[src/rtl/css_pkg.sv]
// Package for the command set sequencer.
// Holds the register map constants, the control and status bit positions,
// the decoded register kinds and the engine states.
// Assumes 32-bit host and command words.
package css_pkg;
    localparam int WORD_W = 32;

    localparam int unsigned SET_STRIDE = 672;
    localparam int unsigned CMD_BASE   = 32'h30;
    localparam int unsigned CMD_STRIDE = 20;

    localparam int unsigned OFF_IRQ_EN  = 32'h00;
    localparam int unsigned OFF_IRQ_ST  = 32'h04;
    localparam int unsigned OFF_IRQ_CLR = 32'h08;
    localparam int unsigned OFF_WAIT    = 32'h10;
    localparam int unsigned OFF_CTRL    = 32'h14;
    localparam int unsigned OFF_IDLE    = 32'h18;
    localparam int unsigned OFF_CMD_EN  = 32'h1C;

    localparam int unsigned FLD_MSG  = 0;
    localparam int unsigned FLD_ADDR = 4;
    localparam int unsigned FLD_DATA = 8;
    localparam int unsigned FLD_STAT = 12;

    localparam int CTRL_EN_BIT   = 16;
    localparam int CTRL_TRIG_BIT = 24;
    localparam int STAT_ISS_BIT  = 8;
    localparam int STAT_CMP_BIT  = 16;

    typedef enum logic [3:0] {
        RK_NONE, RK_IRQ_EN, RK_IRQ_ST, RK_IRQ_CLR, RK_WAIT, RK_CTRL,
        RK_IDLE, RK_CMD_EN, RK_MSG, RK_CADDR, RK_CDATA, RK_CSTAT
    } reg_kind_e;

    typedef enum logic [1:0] {ST_IDLE, ST_ISSUE, ST_WAIT} eng_st_e;
endpackage

[src/rtl/css_reg_decode.sv]
// Host address decoder.
// Splits a byte address into a set index, a slot index and a register kind.
// Assumes word-aligned accesses; unmapped addresses decode to RK_NONE.
module css_reg_decode
    import css_pkg::*;
#(
    parameter int ADDR_W   = 12,
    parameter int NUM_SETS = 3,
    parameter int SLOTS    = 4,
    localparam int SET_W   = (NUM_SETS > 1) ? $clog2(NUM_SETS) : 1,
    localparam int SLOT_W  = (SLOTS > 1) ? $clog2(SLOTS) : 1
) (
    input  logic [ADDR_W-1:0] addr,
    output reg_kind_e         kind,
    output logic [SET_W-1:0]  set_idx,
    output logic [SLOT_W-1:0] slot_idx
);
    logic [31:0] set_n, off, rel, slot_n, field;

    // Divide the address by the strides and name the word it hits.
    always_comb begin
        set_n  = 32'(addr) / SET_STRIDE;
        off    = 32'(addr) % SET_STRIDE;
        rel    = off - CMD_BASE;
        slot_n = rel / CMD_STRIDE;
        field  = rel % CMD_STRIDE;
        kind   = RK_NONE;
        if (set_n < 32'(NUM_SETS)) begin
            if (off >= CMD_BASE) begin
                if (slot_n < 32'(SLOTS)) begin
                    case (field)
                        FLD_MSG:  kind = RK_MSG;
                        FLD_ADDR: kind = RK_CADDR;
                        FLD_DATA: kind = RK_CDATA;
                        FLD_STAT: kind = RK_CSTAT;
                        default:  kind = RK_NONE;
                    endcase
                end
            end else begin
                case (off)
                    OFF_IRQ_EN:  kind = (set_n == 0) ? RK_IRQ_EN  : RK_NONE;
                    OFF_IRQ_ST:  kind = (set_n == 0) ? RK_IRQ_ST  : RK_NONE;
                    OFF_IRQ_CLR: kind = (set_n == 0) ? RK_IRQ_CLR : RK_NONE;
                    OFF_WAIT:    kind = RK_WAIT;
                    OFF_CTRL:    kind = RK_CTRL;
                    OFF_IDLE:    kind = RK_IDLE;
                    OFF_CMD_EN:  kind = RK_CMD_EN;
                    default:     kind = RK_NONE;
                endcase
            end
        end
        set_idx  = set_n[SET_W-1:0];
        slot_idx = slot_n[SLOT_W-1:0];
    end
endmodule

[src/rtl/css_lowest_pick.sv]
// Lowest-set-bit picker.
// Reports whether any bit of vec is set and the index of the lowest one.
// Used both for the set priority and for the slot order.
module css_lowest_pick #(
    parameter int N     = 4,
    parameter int IDX_W = 2
) (
    input  logic [N-1:0]     vec,
    output logic             found,
    output logic [IDX_W-1:0] idx
);
    // Scan downward so that the lowest set bit is written last.
    always_comb begin
        found = |vec;
        idx   = '0;
        for (int i = N - 1; i >= 0; i--) begin
            if (vec[i]) idx = IDX_W'(i);
        end
    end
endmodule

[src/rtl/css_seq.sv]
// Triggered command set sequencer, top level.
// Holds the slot storage and the per-set masks, control, busy and done
// state, and runs one shared engine that issues one command at a time.
// Assumes the responder sends cmp_valid only for waited commands, after
// their acknowledge.
module css_seq
    import css_pkg::*;
#(
    parameter int ADDR_W   = 12,
    parameter int NUM_SETS = 3,
    parameter int SLOTS    = 4
) (
    input  logic              clk,
    input  logic              rst_n,
    input  logic              reg_wr,
    input  logic [ADDR_W-1:0] reg_addr,
    input  logic [WORD_W-1:0] reg_wdata,
    output logic [WORD_W-1:0] reg_rdata,
    output logic              req_valid,
    output logic [WORD_W-1:0] req_msgid,
    output logic [WORD_W-1:0] req_addr,
    output logic [WORD_W-1:0] req_data,
    input  logic              req_ack,
    input  logic              cmp_valid,
    output logic              irq
);
    localparam int SET_W  = (NUM_SETS > 1) ? $clog2(NUM_SETS) : 1;
    localparam int SLOT_W = (SLOTS > 1) ? $clog2(SLOTS) : 1;

    logic [WORD_W-1:0] msg_q  [NUM_SETS][SLOTS];
    logic [WORD_W-1:0] addr_q [NUM_SETS][SLOTS];
    logic [WORD_W-1:0] data_q [NUM_SETS][SLOTS];
    logic [SLOTS-1:0]  en_q   [NUM_SETS];
    logic [SLOTS-1:0]  wait_q [NUM_SETS];
    logic [SLOTS-1:0]  iss_q  [NUM_SETS];
    logic [SLOTS-1:0]  cmpl_q [NUM_SETS];
    logic [NUM_SETS-1:0] ctl_en_q, ctl_trig_q, busy_q, irq_en_q, irq_st_q;

    reg_kind_e         dk;
    logic [SET_W-1:0]  ds;
    logic [SLOT_W-1:0] dl;

    eng_st_e           st_q;
    logic [SET_W-1:0]  cur_set;
    logic [SLOT_W-1:0] cur_slot;

    logic              arb_found, first_found, nxt_found;
    logic [SET_W-1:0]  arb_idx;
    logic [SLOT_W-1:0] first_idx, nxt_idx;
    logic [SLOTS-1:0]  above_mask;
    logic [NUM_SETS-1:0] start_vec, fin_vec, clr_vec;
    logic iss_ev, cmp_ev, adv, fin_ev, cur_wait;
    logic [SET_W-1:0]  fin_set;

    css_reg_decode #(.ADDR_W(ADDR_W), .NUM_SETS(NUM_SETS), .SLOTS(SLOTS)) u_dec (
        .addr(reg_addr), .kind(dk), .set_idx(ds), .slot_idx(dl)
    );

    css_lowest_pick #(.N(NUM_SETS), .IDX_W(SET_W)) u_arb (
        .vec(busy_q), .found(arb_found), .idx(arb_idx)
    );

    css_lowest_pick #(.N(SLOTS), .IDX_W(SLOT_W)) u_first (
        .vec(en_q[arb_idx]), .found(first_found), .idx(first_idx)
    );

    css_lowest_pick #(.N(SLOTS), .IDX_W(SLOT_W)) u_next (
        .vec(above_mask), .found(nxt_found), .idx(nxt_idx)
    );

    // Engine events, start detection and done/clear vectors.
    always_comb begin
        above_mask = en_q[cur_set] & ~((SLOTS'(2) << cur_slot) - SLOTS'(1));
        cur_wait   = wait_q[cur_set][cur_slot];
        iss_ev     = (st_q == ST_ISSUE) && req_ack;
        cmp_ev     = (st_q == ST_WAIT) && cmp_valid;
        adv        = (iss_ev && !cur_wait) || cmp_ev;
        fin_ev     = ((st_q == ST_IDLE) && arb_found && !first_found) || (adv && !nxt_found);
        fin_set    = (st_q == ST_IDLE) ? arb_idx : cur_set;
        fin_vec    = fin_ev ? (NUM_SETS'(1) << fin_set) : '0;
        clr_vec    = (reg_wr && dk == RK_IRQ_CLR) ? reg_wdata[NUM_SETS-1:0] : '0;
        for (int s = 0; s < NUM_SETS; s++) begin
            start_vec[s] = reg_wr && (dk == RK_CTRL) && (ds == SET_W'(s))
                         && reg_wdata[CTRL_TRIG_BIT] && reg_wdata[CTRL_EN_BIT]
                         && ctl_en_q[s] && !ctl_trig_q[s] && !busy_q[s];
        end
    end

    // Engine state: pick a set, walk its enabled slots, wait where asked.
    always_ff @(posedge clk) begin
        if (!rst_n) begin
            st_q     <= ST_IDLE;
            cur_set  <= '0;
            cur_slot <= '0;
        end else begin
            case (st_q)
                ST_IDLE: if (arb_found && first_found) begin
                    cur_set  <= arb_idx;
                    cur_slot <= first_idx;
                    st_q     <= ST_ISSUE;
                end
                ST_ISSUE: if (req_ack) begin
                    if (cur_wait) st_q <= ST_WAIT;
                    else if (nxt_found) cur_slot <= nxt_idx;
                    else st_q <= ST_IDLE;
                end
                ST_WAIT: if (cmp_valid) begin
                    if (nxt_found) begin
                        cur_slot <= nxt_idx;
                        st_q     <= ST_ISSUE;
                    end else st_q <= ST_IDLE;
                end
                default: st_q <= ST_IDLE;
            endcase
        end
    end

    // Busy flags and done status bits.
    always_ff @(posedge clk) begin
        if (!rst_n) begin
            busy_q   <= '0;
            irq_st_q <= '0;
        end else begin
            busy_q   <= (busy_q | start_vec) & ~fin_vec;
            irq_st_q <= (irq_st_q & ~clr_vec) | (fin_vec & irq_en_q);
        end
    end

    // Host-programmed configuration: masks, control bits and slot words.
    always_ff @(posedge clk) begin
        if (!rst_n) begin
            irq_en_q   <= '0;
            ctl_en_q   <= '0;
            ctl_trig_q <= '0;
            for (int s = 0; s < NUM_SETS; s++) begin
                en_q[s]   <= '0;
                wait_q[s] <= '0;
                for (int k = 0; k < SLOTS; k++) begin
                    msg_q[s][k]  <= '0;
                    addr_q[s][k] <= '0;
                    data_q[s][k] <= '0;
                end
            end
        end else if (reg_wr) begin
            case (dk)
                RK_IRQ_EN: irq_en_q <= reg_wdata[NUM_SETS-1:0];
                RK_WAIT:   wait_q[ds] <= reg_wdata[SLOTS-1:0];
                RK_CMD_EN: en_q[ds] <= reg_wdata[SLOTS-1:0];
                RK_CTRL: begin
                    ctl_en_q[ds]   <= reg_wdata[CTRL_EN_BIT];
                    ctl_trig_q[ds] <= reg_wdata[CTRL_TRIG_BIT];
                end
                RK_MSG:   msg_q[ds][dl]  <= reg_wdata;
                RK_CADDR: addr_q[ds][dl] <= reg_wdata;
                RK_CDATA: data_q[ds][dl] <= reg_wdata;
                default: ;
            endcase
        end
    end

    // Per-slot issued and completed status, cleared when the set starts.
    always_ff @(posedge clk) begin
        if (!rst_n) begin
            for (int s = 0; s < NUM_SETS; s++) begin
                iss_q[s]  <= '0;
                cmpl_q[s] <= '0;
            end
        end else begin
            for (int s = 0; s < NUM_SETS; s++) begin
                if (start_vec[s]) begin
                    iss_q[s]  <= '0;
                    cmpl_q[s] <= '0;
                end
            end
            if (iss_ev) iss_q[cur_set][cur_slot] <= 1'b1;
            if (cmp_ev) cmpl_q[cur_set][cur_slot] <= 1'b1;
        end
    end

    // Host read multiplexer.
    always_comb begin
        reg_rdata = '0;
        case (dk)
            RK_IRQ_EN: reg_rdata = WORD_W'(irq_en_q);
            RK_IRQ_ST: reg_rdata = WORD_W'(irq_st_q);
            RK_WAIT:   reg_rdata = WORD_W'(wait_q[ds]);
            RK_CMD_EN: reg_rdata = WORD_W'(en_q[ds]);
            RK_IDLE:   reg_rdata = WORD_W'(!busy_q[ds]);
            RK_CTRL: begin
                reg_rdata[CTRL_EN_BIT]   = ctl_en_q[ds];
                reg_rdata[CTRL_TRIG_BIT] = ctl_trig_q[ds];
            end
            RK_MSG:   reg_rdata = msg_q[ds][dl];
            RK_CADDR: reg_rdata = addr_q[ds][dl];
            RK_CDATA: reg_rdata = data_q[ds][dl];
            RK_CSTAT: begin
                reg_rdata[STAT_ISS_BIT] = iss_q[ds][dl];
                reg_rdata[STAT_CMP_BIT] = cmpl_q[ds][dl];
            end
            default: reg_rdata = '0;
        endcase
    end

    // Outputs toward the resource manager.
    always_comb begin
        req_valid = (st_q == ST_ISSUE);
        req_msgid = msg_q[cur_set][cur_slot];
        req_addr  = addr_q[cur_set][cur_slot];
        req_data  = data_q[cur_set][cur_slot];
        irq       = |irq_st_q;
    end


    req_hold_chk: assert property (@(posedge clk) disable iff (!rst_n)
        (req_valid && !req_ack) |=> (req_valid && $stable(req_addr)
                                     && $stable(req_data) && $stable(req_msgid)));


    wait_block_chk: assert property (@(posedge clk) disable iff (!rst_n)
        (req_valid && req_ack && wait_q[cur_set][cur_slot]) |=> !req_valid);

    generate
        for (genvar s = 0; s < NUM_SETS; s++) begin : g_set_chk

            irq_gate_chk: assert property (@(posedge clk) disable iff (!rst_n)
                $rose(irq_st_q[s]) |-> $past(irq_en_q[s]));
            for (genvar k = 0; k < SLOTS; k++) begin : g_slot_chk

                cmpl_after_iss_chk: assert property (@(posedge clk) disable iff (!rst_n)
                    cmpl_q[s][k] |-> iss_q[s][k]);
            end
        end
    endgenerate
endmodule

[config.mk]
export PLATFORM = sky130hd
export DESIGN_NAME = css_seq
export DESIGN_NICKNAME = d
export VERILOG_FILES = /design/src/rtl/css_pkg.sv /design/src/rtl/css_reg_decode.sv /design/src/rtl/css_lowest_pick.sv /design/src/rtl/css_seq.sv
export SDC_FILE = /design/constraint.sdc
export NUM_CORES = 2
export LEC_CHECK = 0
export ABC_AREA = 1
export BUFFER_PORTS_ARGS = -buffer_cell sky130_fd_sc_hd__buf_2
export CAP_MARGIN = 10
export CELL_PAD_IN_SITES_DETAIL_PLACEMENT = 1
export CELL_PAD_IN_SITES_GLOBAL_PLACEMENT = 1
export CORE_MARGIN = 2
export CORE_UTILIZATION = 50
export CTS_CLUSTER_DIAMETER = 150
export CTS_CLUSTER_SIZE = 25
export DETAILED_ROUTE_END_ITERATION = 16
export PLACE_DENSITY = 0.88
export REMOVE_ABC_BUFFERS = 1
export SYNTH_ARGS = -nofsm -noshare
export SYNTH_HDL_FRONTEND = slang
export SYNTH_SLANG_ARGS = --single-unit
[constraint.sdc]
create_clock -name clk -period 12.55 [get_ports clk]
set_input_delay 1.8825 -clock clk [delete_from_list [all_inputs] [get_ports clk]]
set_output_delay 1.8825 -clock clk [all_outputs]
set_load 0.05 [all_outputs]
==> impl_metrics.env <==
export IMPL_wl_met1_mm=112
export IMPL_ys_ff_latch=1623
export IMPL_max_slew_margin=0.0477
export IMPL_synth_top_area_share=0.594
export IMPL_hold_class="register to register"
export IMPL_finalNetCount=8325
export IMPL_grt_util_all_layers=0.412
export IMPL_cts_root_buf="clkbuf_16"
export IMPL_yosysSeqAreaShare=0.608
export IMPL_synth_top_family_by_area="compound AO/OA/AOI/OAI gates"
export IMPL_gr_total_overflow=0
export IMPL_grt_pass1_wl_mm=495
export IMPL_clockBufferDepth=3
export IMPL_htree_levels=3
export IMPL_wl_per_cell_um=33.5
export IMPL_syn_cell_area_um2=79300
export IMPL_crit_required_ps=10670
export IMPL_period_needed_ps=12040
export IMPL_dr_wl_met3_mm=54.2
export IMPL_synthTopCellsByCount="nor2_1 (1672), edfxtp_1 (1568), o21ai_0 (1268)"
export IMPL_dp_hpwl_mm=199
export IMPL_synth_area_leaders="edfxtp_1 (59%), o22ai_1 (8.2%), o21ai_0 (8.0%)"
export IMPL_yosysTopAreaCell="edfxtp_1"
export IMPL_worst_slew_pin_slew_ps=1430
export IMPL_fp_coreArea_um2=158000
export IMPL_clock_sinks=1623
export IMPL_ys_async_sr_fraction=0
export IMPL_die_y_um=402
export IMPL_grt_pass1_vias=76700
export IMPL_first_iter_violations=13400
export IMPL_start_kind="input pin"
export IMPL_timing_fmax_mhz=83.1
export IMPL_endpoint_kind="output pin"
export IMPL_cts_made_buffers=74
export IMPL_clk_pin_slew_ps=110
export IMPL_r2r_cells=13
export IMPL_area_growth_pct=8.50
export IMPL_synthSimpleGateAreaFrac=0.154
export IMPL_wl_met2_mm=151
export IMPL_synth_cell_types=58
export IMPL_path_class="input pin to output pin"
export IMPL_drc=0
export IMPL_maxCapViolations=0
export IMPL_port_buffers=178
export IMPL_dieArea_um2=162000
export IMPL_cpPeakStageDelay_ps=450
export IMPL_first_pass_iters=8
export IMPL_synth_edf_count=1568
export IMPL_drt_total_wl_mm=347
export IMPL_drv_slew=0
export IMPL_hold_violations=0
export IMPL_fillCellCount=17500
export IMPL_synth_compound_area_frac=0.183
export IMPL_synth_area_per_cell_um2=9.75
export IMPL_postCtsHoldBufs=0
export IMPL_synth_ff_type="edfxtp_1"
export IMPL_initial_core_util=0.502
export IMPL_crit_path_max_fanout=10
export IMPL_worstReg2RegEnd="busy_q[0]$_SDFF_PN0_"
export IMPL_place_area_um2=83400
export IMPL_setup_viol=0
export IMPL_cts_tree="yes"
export IMPL_clk_latency_ps=780
export IMPL_rrSetupSlack_ps=8660
export IMPL_vias=74300
export IMPL_core_rowCount=146
export IMPL_die_w_um=402
export IMPL_post_synth_top_count_cell="nor2_1"
export IMPL_ant_nets=0
export IMPL_cp_endpoint="reg_rdata[11]"
export IMPL_final_period_utilization=0.959
export IMPL_grt_max_degree=245
export IMPL_antenna_found_initial=18
export IMPL_syn_inst=8136
export IMPL_cp_arrival_ps=10150
export IMPL_skew_ps=50.5
export IMPL_io_pins=179
export IMPL_worstSetupStartpoint="reg_addr[8]"
export IMPL_muxShareOfSynthArea=0
export IMPL_routed_via_density=7.17
export IMPL_synth_fa_ha_area_frac=0.00142
export IMPL_synth_warnings=0
export IMPL_status="complete, no violations"
export IMPL_dr_max_layer_used="met5"
export IMPL_final_layout_size_suffix_gt1_frac=0.0856
export IMPL_gp_congestion=0.909
export IMPL_synth_xor_xnor_area_share=0.000868
export IMPL_fin_area_um2=86100
export IMPL_crit_path_top_delay_cell="nand4_1"
-- metrics by stage --
step / hold slack, ps / worst slack [ps] / utilization / std cells / TNS [ps]
4_1_cts: 454 / 196 / 0.541 / 10300 / 0
3_3_place_gp: 410 / 632 / 0.528 / 10200 / 0
6_report: 452 / 514 / 0.545 / 10400 / 0
3_5_place_dp: 427 / 224 / 0.528 / 10200 / 0
2_1_floorplan: 401 / -34510 / - / 7790 / -9253050
5_1_grt: 479 / -59.2 / 0.545 / 10400 / -144
-- state kept, by name (all words and copies together) (netlist names), 3 cells and up, named ones only --
name / flops
addr_q: 512
busy_q: 3
cmpl_q: 16
ctl_en_q: 3
ctl_trig_q: 3
data_q: 512
en_q: 16
irq_en_q: 3
irq_st_q: 3
iss_q: 16
msg_q: 512
wait_q: 16
-- area by class of cell --
class	count	area (um2)	share of cell area
inverters	269	1060	0.0123
flip-flops and latches	1623	48200	0.560
diodes	8	20.0	0.000233
clock inverters	6	66.3	0.000771
clock buffers	95	1970	0.0229
repair buffers	400	3240	0.0376
well taps	2072	2590	0.0301
multi-input cells	5899	28900	0.336
-- cell families after synthesis --
logic type | Yosys count
buffers and inverters | 1006
AOI/OAI and AO/OA | 2578
other | 1
xor gates and xnor gates | 7
DFF | 1623
and+or+nand+nor | 2912
adders and majority gates | 9
-- worst min-delay path by stage --
stage,cells past startpoint,slack [ps],from,to
global placement,2,410,iss_q[3][0]$_DFF_P_,iss_q[3][0]$_DFF_P_
CTS,2,450,iss_q[3][1]$_DFF_P_,iss_q[3][1]$_DFF_P_
floorplan,2,400,iss_q[3][0]$_DFF_P_,iss_q[3][0]$_DFF_P_
global route,2,480,iss_q[3][3]$_DFF_P_,iss_q[3][3]$_DFF_P_
finish,2,450,iss_q[3][3]$_DFF_P_,iss_q[3][3]$_DFF_P_
detailed placement,2,430,iss_q[3][1]$_DFF_P_,iss_q[3][1]$_DFF_P_
-- layout by cell type, fill, tap and decap left out, drive strengths merged, types with 21 or more instances in the layout --
cell and n:
inv 268, o22ai 1043, nor3 110, clkbuf 100, a22oi 32, nand4 204, a21oi 154, nand3 113
conb 392, nor2 1705, o221ai 21, o21ai 1272, edfxtp 1568, buf 395, dfxtp 55, nand2 773
-- routing by layer --
| layer | GRT usage | up-vias |
|---|---|---|
| met5 | 0 | - |
| met4 | 0.309 | 18 |
| met3 | 0.113 | 1872 |
| met2 | 0.630 | 7137 |
| met1 | 0.499 | 35900 |
| li1 | - | 29500 |
-- critical path: cells and delay by family --
kind                     cells  cell delay (ps)
AND/OR/NAND/NOR             52             5960
buffers and inverters        8             1170
AO/OA/AOI/OAI                4              800
adder cells (fa/ha/maj)      1              280
-- what timing repair did --
action,in CTS,in global routing
gates resized for setup,0,56
endpoints found under the setup margin,0,32
setup buffers,0,28
Power is left out: the tool's default activity adds up to more than one toggle a clock period on the data nets, which glitch-free logic cannot reach.
